==> src/rtl/dma_term_pkg.sv <==
package dma_term_pkg;
  typedef enum logic [1:0] {
    US_1B  = 2'd0,
    US_2B  = 2'd1,
    US_4B  = 2'd2,
    US_16B = 2'd3
  } unit_e;

  localparam logic [1:0] AM_INC = 2'd1;
  localparam logic [1:0] AM_DEC = 2'd2;

  typedef struct packed {
    logic [1:0] dst_mode;
    logic [1:0] src_mode;
    unit_e      unit;
    logic       te;
    logic       ie;
    logic       de;
  } ctrl_t;

  localparam int CTRL_W = $bits(ctrl_t);

  localparam logic [1:0] F_SAR  = 2'd0;
  localparam logic [1:0] F_DAR  = 2'd1;
  localparam logic [1:0] F_TCR  = 2'd2;
  localparam logic [1:0] F_CTRL = 2'd3;
endpackage

==> src/rtl/dma_chan_regs.sv <==
module dma_chan_regs
  import dma_term_pkg::*;
#(
  parameter int AW    = 32,
  parameter int TCR_W = 16
) (
  input  logic             clk_i,
  input  logic             rst_ni,
  input  logic             wr_i,
  input  logic [1:0]       field_i,
  input  logic [31:0]      wdata_i,
  input  logic             xfer_ok_i,
  output logic [AW-1:0]    sar_o,
  output logic [AW-1:0]    dar_o,
  output logic [TCR_W-1:0] tcr_o,
  output ctrl_t            ctrl_o
);
  logic [AW-1:0] ubytes, sar_nxt, dar_nxt;
  logic          last_xfer;

  function automatic logic [AW-1:0] step(input logic [AW-1:0] a, input logic [1:0] m,
                                         input logic [AW-1:0] inc);
    case (m)
      AM_INC:  step = a + inc;
      AM_DEC:  step = a - inc;
      default: step = a;
    endcase
  endfunction

  always_comb begin
    case (ctrl_o.unit)
      US_1B:   ubytes = AW'(1);
      US_2B:   ubytes = AW'(2);
      US_4B:   ubytes = AW'(4);
      default: ubytes = AW'(16);
    endcase
  end

  assign sar_nxt   = step(sar_o, ctrl_o.src_mode, ubytes);
  assign dar_nxt   = step(dar_o, ctrl_o.dst_mode, ubytes);
  assign last_xfer = (tcr_o == TCR_W'(1));

  always_ff @(posedge clk_i or negedge rst_ni) begin
    if (!rst_ni) begin
      sar_o  <= '0;
      dar_o  <= '0;
      tcr_o  <= '0;
      ctrl_o <= '0;
    end else begin
      if (wr_i && field_i == F_SAR) sar_o <= wdata_i[AW-1:0];
      else if (xfer_ok_i)           sar_o <= sar_nxt;

      if (wr_i && field_i == F_DAR) dar_o <= wdata_i[AW-1:0];
      else if (xfer_ok_i)           dar_o <= dar_nxt;

      if (wr_i && field_i == F_TCR) tcr_o <= wdata_i[TCR_W-1:0];
      else if (xfer_ok_i)           tcr_o <= tcr_o - TCR_W'(1);

      if (wr_i && field_i == F_CTRL) begin
        ctrl_o.de       <= wdata_i[0];
        ctrl_o.ie       <= wdata_i[1];
        ctrl_o.te       <= ctrl_o.te & wdata_i[2];  // write-0-to-clear
        ctrl_o.unit     <= unit_e'(wdata_i[4:3]);
        ctrl_o.src_mode <= wdata_i[6:5];
        ctrl_o.dst_mode <= wdata_i[8:7];
      end
      if (xfer_ok_i && last_xfer) ctrl_o.te <= 1'b1;  // set wins over clear
    end
  end
endmodule

==> src/rtl/dma_prio_arb.sv <==
module dma_prio_arb #(
  parameter int NCH = 4,
  localparam int CH_W = $clog2(NCH)
) (
  input  logic           clk_i,
  input  logic           rst_ni,
  input  logic [NCH-1:0] elig_i,
  input  logic [NCH-1:0] active_i,
  input  logic           done_i,
  input  logic           err_i,
  output logic [NCH-1:0] grant_o
);
  logic            busy_q, found;
  logic [CH_W-1:0] cur_q, pick;

  always_comb begin
    pick  = '0;
    found = 1'b0;
    for (int i = 0; i < NCH; i++) begin
      if (elig_i[i] && !found) begin
        pick  = CH_W'(i);
        found = 1'b1;
      end
    end
  end

  always_comb begin
    grant_o = '0;
    if (busy_q && active_i[cur_q]) grant_o[cur_q] = 1'b1;
  end

  always_ff @(posedge clk_i or negedge rst_ni) begin
    if (!rst_ni) begin
      busy_q <= 1'b0;
      cur_q  <= '0;
    end else if (busy_q) begin
      if (!active_i[cur_q] || done_i || err_i) busy_q <= 1'b0;
    end else if (found) begin
      busy_q <= 1'b1;
      cur_q  <= pick;
    end
  end
endmodule

==> src/rtl/dma_glob_reg.sv <==
module dma_glob_reg (
  input  logic       clk_i,
  input  logic       rst_ni,
  input  logic       wr_i,
  input  logic [2:0] wdata_i,
  input  logic       nmi_i,
  input  logic       aerr_i,
  output logic       dme_o,
  output logic       nmif_o,
  output logic       ae_o,
  output logic       suspend_o
);
  always_ff @(posedge clk_i or negedge rst_ni) begin
    if (!rst_ni) begin
      dme_o  <= 1'b0;
      nmif_o <= 1'b0;
      ae_o   <= 1'b0;
    end else begin
      if (wr_i) dme_o <= wdata_i[0];
      nmif_o <= nmi_i  | (nmif_o & (~wr_i | wdata_i[1]));
      ae_o   <= aerr_i | (ae_o   & (~wr_i | wdata_i[2]));
    end
  end

  assign suspend_o = ~dme_o | nmif_o | ae_o;
endmodule

==> src/rtl/dma_term_ctrl.sv <==
module dma_term_ctrl
  import dma_term_pkg::*;
#(
  parameter int NCH   = 4,
  parameter int AW    = 32,
  parameter int TCR_W = 16,
  localparam int CH_W   = $clog2(NCH),
  localparam int ADDR_W = CH_W + 3
) (
  input  logic              clk_i,
  input  logic              rst_ni,
  input  logic              reg_wr_i,
  input  logic [ADDR_W-1:0] reg_addr_i,
  input  logic [31:0]       reg_wdata_i,
  output logic [31:0]       reg_rdata_o,
  input  logic              nmi_i,
  input  logic [NCH-1:0]    req_i,
  output logic [NCH-1:0]    grant_o,
  output logic [AW-1:0]     xfer_src_o,
  output logic [AW-1:0]     xfer_dst_o,
  output logic [1:0]        xfer_unit_o,
  input  logic              xfer_done_i,
  input  logic              xfer_err_i,
  output logic [NCH-1:0]    irq_o
);
  logic            glob_sel;
  logic [CH_W-1:0] ch_sel;
  logic [1:0]      field;
  logic            dme, nmif, ae, suspend, aerr;

  logic [AW-1:0]    sar_q [NCH];
  logic [AW-1:0]    dar_q [NCH];
  logic [TCR_W-1:0] tcr_q [NCH];
  ctrl_t            ctrl_q [NCH];
  logic [NCH-1:0]   active, elig, xfer_ok, te_vec, de_vec;

  assign glob_sel = reg_addr_i[ADDR_W-1];
  assign ch_sel   = reg_addr_i[ADDR_W-2 -: CH_W];
  assign field    = reg_addr_i[1:0];
  assign aerr     = (|grant_o) & xfer_err_i;

  dma_glob_reg u_glob (
    .clk_i     (clk_i),
    .rst_ni    (rst_ni),
    .wr_i      (reg_wr_i & glob_sel),
    .wdata_i   (reg_wdata_i[2:0]),
    .nmi_i     (nmi_i),
    .aerr_i    (aerr),
    .dme_o     (dme),
    .nmif_o    (nmif),
    .ae_o      (ae),
    .suspend_o (suspend)
  );

  for (genvar i = 0; i < NCH; i++) begin : g_ch
    dma_chan_regs #(.AW(AW), .TCR_W(TCR_W)) u_regs (
      .clk_i     (clk_i),
      .rst_ni    (rst_ni),
      .wr_i      (reg_wr_i && !glob_sel && ch_sel == CH_W'(i)),
      .field_i   (field),
      .wdata_i   (reg_wdata_i),
      .xfer_ok_i (xfer_ok[i]),
      .sar_o     (sar_q[i]),
      .dar_o     (dar_q[i]),
      .tcr_o     (tcr_q[i]),
      .ctrl_o    (ctrl_q[i])
    );
    assign te_vec[i]  = ctrl_q[i].te;
    assign de_vec[i]  = ctrl_q[i].de;
    assign active[i]  = ctrl_q[i].de & ~ctrl_q[i].te & (tcr_q[i] != '0) & ~suspend;
    assign elig[i]    = active[i] & req_i[i];
    assign xfer_ok[i] = grant_o[i] & xfer_done_i & ~xfer_err_i;
    assign irq_o[i]   = ctrl_q[i].te & ctrl_q[i].ie;
  end

  dma_prio_arb #(.NCH(NCH)) u_arb (
    .clk_i    (clk_i),
    .rst_ni   (rst_ni),
    .elig_i   (elig),
    .active_i (active),
    .done_i   (xfer_done_i),
    .err_i    (xfer_err_i),
    .grant_o  (grant_o)
  );

  always_comb begin
    xfer_src_o  = '0;
    xfer_dst_o  = '0;
    xfer_unit_o = '0;
    for (int i = 0; i < NCH; i++) begin
      if (grant_o[i]) begin
        xfer_src_o  = sar_q[i];
        xfer_dst_o  = dar_q[i];
        xfer_unit_o = ctrl_q[i].unit;
      end
    end
  end

  always_comb begin
    if (glob_sel) reg_rdata_o = {29'd0, ae, nmif, dme};
    else begin
      case (field)
        F_SAR:   reg_rdata_o = 32'(sar_q[ch_sel]);
        F_DAR:   reg_rdata_o = 32'(dar_q[ch_sel]);
        F_TCR:   reg_rdata_o = 32'(tcr_q[ch_sel]);
        default: reg_rdata_o = 32'(ctrl_q[ch_sel]);
      endcase
    end
  end
endmodule

==> config.mk <==
export PLATFORM = sky130hd
export DESIGN_NAME = dma_term_ctrl
export DESIGN_NICKNAME = d
export VERILOG_FILES = /design/src/rtl/dma_term_pkg.sv /design/src/rtl/dma_chan_regs.sv /design/src/rtl/dma_prio_arb.sv /design/src/rtl/dma_glob_reg.sv /design/src/rtl/dma_term_ctrl.sv
export SDC_FILE = /design/constraint.sdc
export NUM_CORES = 2
export LEC_CHECK = 0
export BUFFER_PORTS_ARGS = -buffer_cell sky130_fd_sc_hd__buf_2
export CAP_MARGIN = 20
export CORE_ASPECT_RATIO = 1.1
export CORE_MARGIN = 2
export CORE_UTILIZATION = 50
export DETAILED_ROUTE_END_ITERATION = 7
export PLACE_DENSITY = 0.67
export SLEW_MARGIN = 15
export SYNTH_ARGS = -nofsm -noshare
export SYNTH_HDL_FRONTEND = slang
export SYNTH_HIERARCHICAL = 1
export SYNTH_SLANG_ARGS = --single-unit
==> constraint.sdc <==
create_clock -name clk_i -period 8.9 [get_ports clk_i]
set_input_delay 2.225 -clock clk_i [delete_from_list [all_inputs] [get_ports clk_i]]
set_output_delay 2.225 -clock clk_i [all_outputs]
set_load 0.01 [all_outputs]
==> impl_metrics.yaml <==
setup_path:
  crit_end: "xfer_src_o[0]"
  crit_cells: 12
  cp-start-kind: "flip-flop"
  critPathLaunch: "u_glob/nmif_o"
  critPathKind: "flip-flop to primary output"
  rrSetupSlack_ps: 4110
  crit_required_ps: 6680
  worstRegToRegCells: 13
  crit_chain: "or3b_1, nor2_1, and3_1, mux2_4, nand2_1, nor2_1, buf_4, nor2b_4, buf_4, a221oi_1, o31ai_1, buf_2"
  critical_path.top_delay_family: "simple AND/OR/NAND/NOR gates"
  max_stage_delay_ps: 800
  r2r_end: "g_ch[3].u_regs/sar_o[24]"
  cp.arrival_ps: 4790
  cp-end-kind: "primary output"
  slowest_stage: "o31ai_1"
  r2r-start: "g_ch[3].u_regs/ctrl_o[3]"
  cp_max_fo: 25
  cp_num_buf_inv: 3
clocking:
  post_cts_buffers: 0
  ctsHtreeMaxLevel: 2
  cts.sinks: 362
  clock-root-buffer: "clkbuf_16"
  clockBufferDepth: 3
  cts_buffers: 45
  path_clk_slew_ps: 60
  cts_hold_buffers: 0
  clock_latency_ps: 620
  cts_tree: "built"
  cts_resized: 0
placement:
  hpwlAfterDp_um: 100900
  routabilityCongestion: 1.014
  io_buffers: 152
  placed_area_um2: 36500
  dp_worst_setup_slack_ps: 1913
pwr:
  power.share.combinational: 0.448
  swShare: 0.4401
  ir_drop_mv: 0.1817
  pwr-share-clk: 0.230
  power_density_nw_per_um2: 222.9
  internal_power_mw: 4.752
  p_seq_frac: 0.321
  p_switching_mw: 3.735
  leakage_nw: 16.92
timing:
  worst_slack_ps: 1882
  tightestPinTransition_ps: 1275
  rsz0062_at_grt: "false"
  max-slew-margin-rel: 0.1478
  finalSetupTns_ps: 0
  slew_viol_final: 0
  setup_viol: 0
  min_period_over_period: 0.7885
  min_period_ps: 7018
  finalHoldViolCount: 0
  timing.fmax_ghz: 0.1425
  skew_ps: 29.81
outcome:
  status: "complete, no violations"
die:
  boundaryPins: 153
  die_h_um: 282.1
  fp-row-count: 101
  core_area_um2: 69250
  initial_core_util: 0.5076
  die_w_um: 256.8
  die-area_um2: 72440
synthesis:
  synth-simple-area-share: 0.2011
  synthMuxAreaShare: 0.09070
  synth_xor_area_frac: 0.06678
  avgSynthCellArea_um2: 8.174
  synth_cell_types: 108
  synth_warnings: 6
  synth_area_leaders: "dfrtp_1, ha_1, a21oi_1, nand2_1, mux4_2"
  syn_area_um2: 35150
  synth-adder-area-share: 0.09568
  yosysMostFrequentCell: "a21oi_1"
  ys.flop_type: "dfrtp_1"
  synth-seq-cells: 362
  synthCells: 4300
  yosys.area.top_type: "dfrtp_1"
  syn-num-nets: 4611
  ys_async_sr_fraction: 1.000
  synth_compound_gate_area_share: 0.2483
  synth_edf_count: 0
  yosysSeqAreaShare: 0.2577
  synth_top_family_by_area: "compound AO/OA/AOI/OAI gates"
  netlist_top_cells_count: "a21oi_1, nand2_1, nor2_1"
  synth_top_area_frac: 0.2577
global_route:
  overflow: 0
  grtUsageTotal: 0.3668
  grt_pass1_wl_um: 201900
  antenna_found_initial: 12
  grt_pass1_vias: 32150
  grt_max_degree: 116
detailed_routing:
  postRouteAntennaNets: 0
  routed_wl_um: 135900
  drt_pass1_iterations: 7
  post-route-drc-count: 0
  vias: 34970
  via_per_inst: 6.635
  drt_iter0_markers: 4046
  wl_per_cell_um: 25.79
final_layout:
  fillers: 6609
  fin_util: 0.5497
  nets: 4614
  area_delta_synth_final_pct: 8.308
  design_area_um2: 38070
  drive_gt1_frac: 0.1102
job:
  maxCapViolCount: 0
hold_path:
  hold_path_class: "flip-flop to flip-flop"
  min_path_cells: 1
==> metal layers <==
| metal | global-route usage | routed length, um |
|---|---|---|
| met4 | 0.1175 | 4306 |
| met3 | 0.09507 | 16550 |
| met2 | 0.5432 | 57780 |
| met5 | 0 | 51 |
| met1 | 0.5220 | 57220 |
==> final cells by class <==
class                   instances  area [um2]  area share
multi-input cells            3605       24780      0.6510
inverters                      85       319.1    0.008381
flip-flops and latches        362        9059      0.2379
well taps                     927        1160     0.03047
clock inverters                19       225.2    0.005916
repair buffers                204        1216     0.03195
clock buffers                  64        1299     0.03411
diodes                          4       10.01   0.0002629
==> worst min-delay path by stage <==
| stage | endpoint | start | slack, ps |
|---|---|---|---|
| CTS | u_glob/ae_o | u_glob/ae_o | 500 |
| detailed placement | u_glob/ae_o | u_glob/ae_o | 490 |
| floorplan | u_glob/ae_o | u_glob/ae_o | 470 |
| global route | u_glob/nmif_o | u_glob/nmif_o | 540 |
| global placement | u_glob/ae_o | u_glob/ae_o | 490 |
| finish | u_glob/ae_o | u_glob/ae_o | 500 |
==> flip-flops by register name (all words and copies together), names as in the netlist <==
| register | flops |
|---|---|
| g_ch.u_regs/dar_o | 128 |
| g_ch.u_regs/sar_o | 128 |
| g_ch.u_regs/tcr_o | 64 |
| g_ch.u_regs/ctrl_o | 36 |
| u_arb/cur_q | 2 |
| u_arb/busy_q | 1 |
| u_glob/ae_o | 1 |
| u_glob/dme_o | 1 |
| u_glob/nmif_o | 1 |
==> cell usage in the layout (no fill, tap or decap), types with 79 or more instances in the layout <==
master / netlist / layout
ha_1: 256 / 256
buf_2: 29 / 148
dfrtp_1: 362 / 362
a31oi_1: 79 / 79
inv_1: 84 / 84
nor2b_1: 104 / 103
nor2_1: 430 / 426
xnor2_1: 157 / 157
a21oi_1: 501 / 501
a21o_1: 105 / 105
xor2_1: 111 / 111
o21ai_0: 214 / 213
nand3_1: 102 / 102
o31ai_1: 82 / 82
nand2_1: 493 / 487
==> per-stage QoR <==
stage	total power, mW	hold WS (ps)	instances
2_1_floorplan	5.284	466.4	4300
5_1_grt	8.961	543.5	5269
3_5_place_dp	6.392	494.9	5180
4_1_cts	8.369	504.8	5263
3_3_place_gp	6.371	490.3	5180
6_report	8.487	504.8	5270
==> logic make-up (layout without fill, tap and decap cells) <==
family / Yosys count / count (layout)
XOR/XNOR: 268 / 268
AND/OR/NAND/NOR: 1506 / 1506
AO/OA/AOI/OAI: 1368 / 1368
buffers and inverters: 333 / 372
flip-flops: 362 / 362
adder cells (fa/ha/maj): 264 / 264
multiplexers: 199 / 199
other: 0 / 4
==> power by group through the flow <==
stage / Combinational, mW / Clock, mW / Sequential (mW)
finish: 3.81 / 1.96 / 2.73
global route: 4.19 / 2.04 / 2.73
CTS: 3.73 / 1.98 / 2.66
detailed placement: 3.71 / 0 / 2.69
global placement: 3.68 / 0 / 2.70
floorplan: 2.97 / 0 / 2.31
==> worst register-to-register path, stage by stage (launching register included) <==
cell       delay (ps)
dfrtp_1           640
nor2_1            600
ha_1              330
inv_1              70
fa_1              430
a21o_1            200
a21o_1            230
a2111oi_4         500
nor4_1            150
a221oi_1          920
o31ai_1           200
xnor2_1           190
nand2_1            80
a31oi_1           160
No activity file was read; power rests on OpenSTA's default activity.
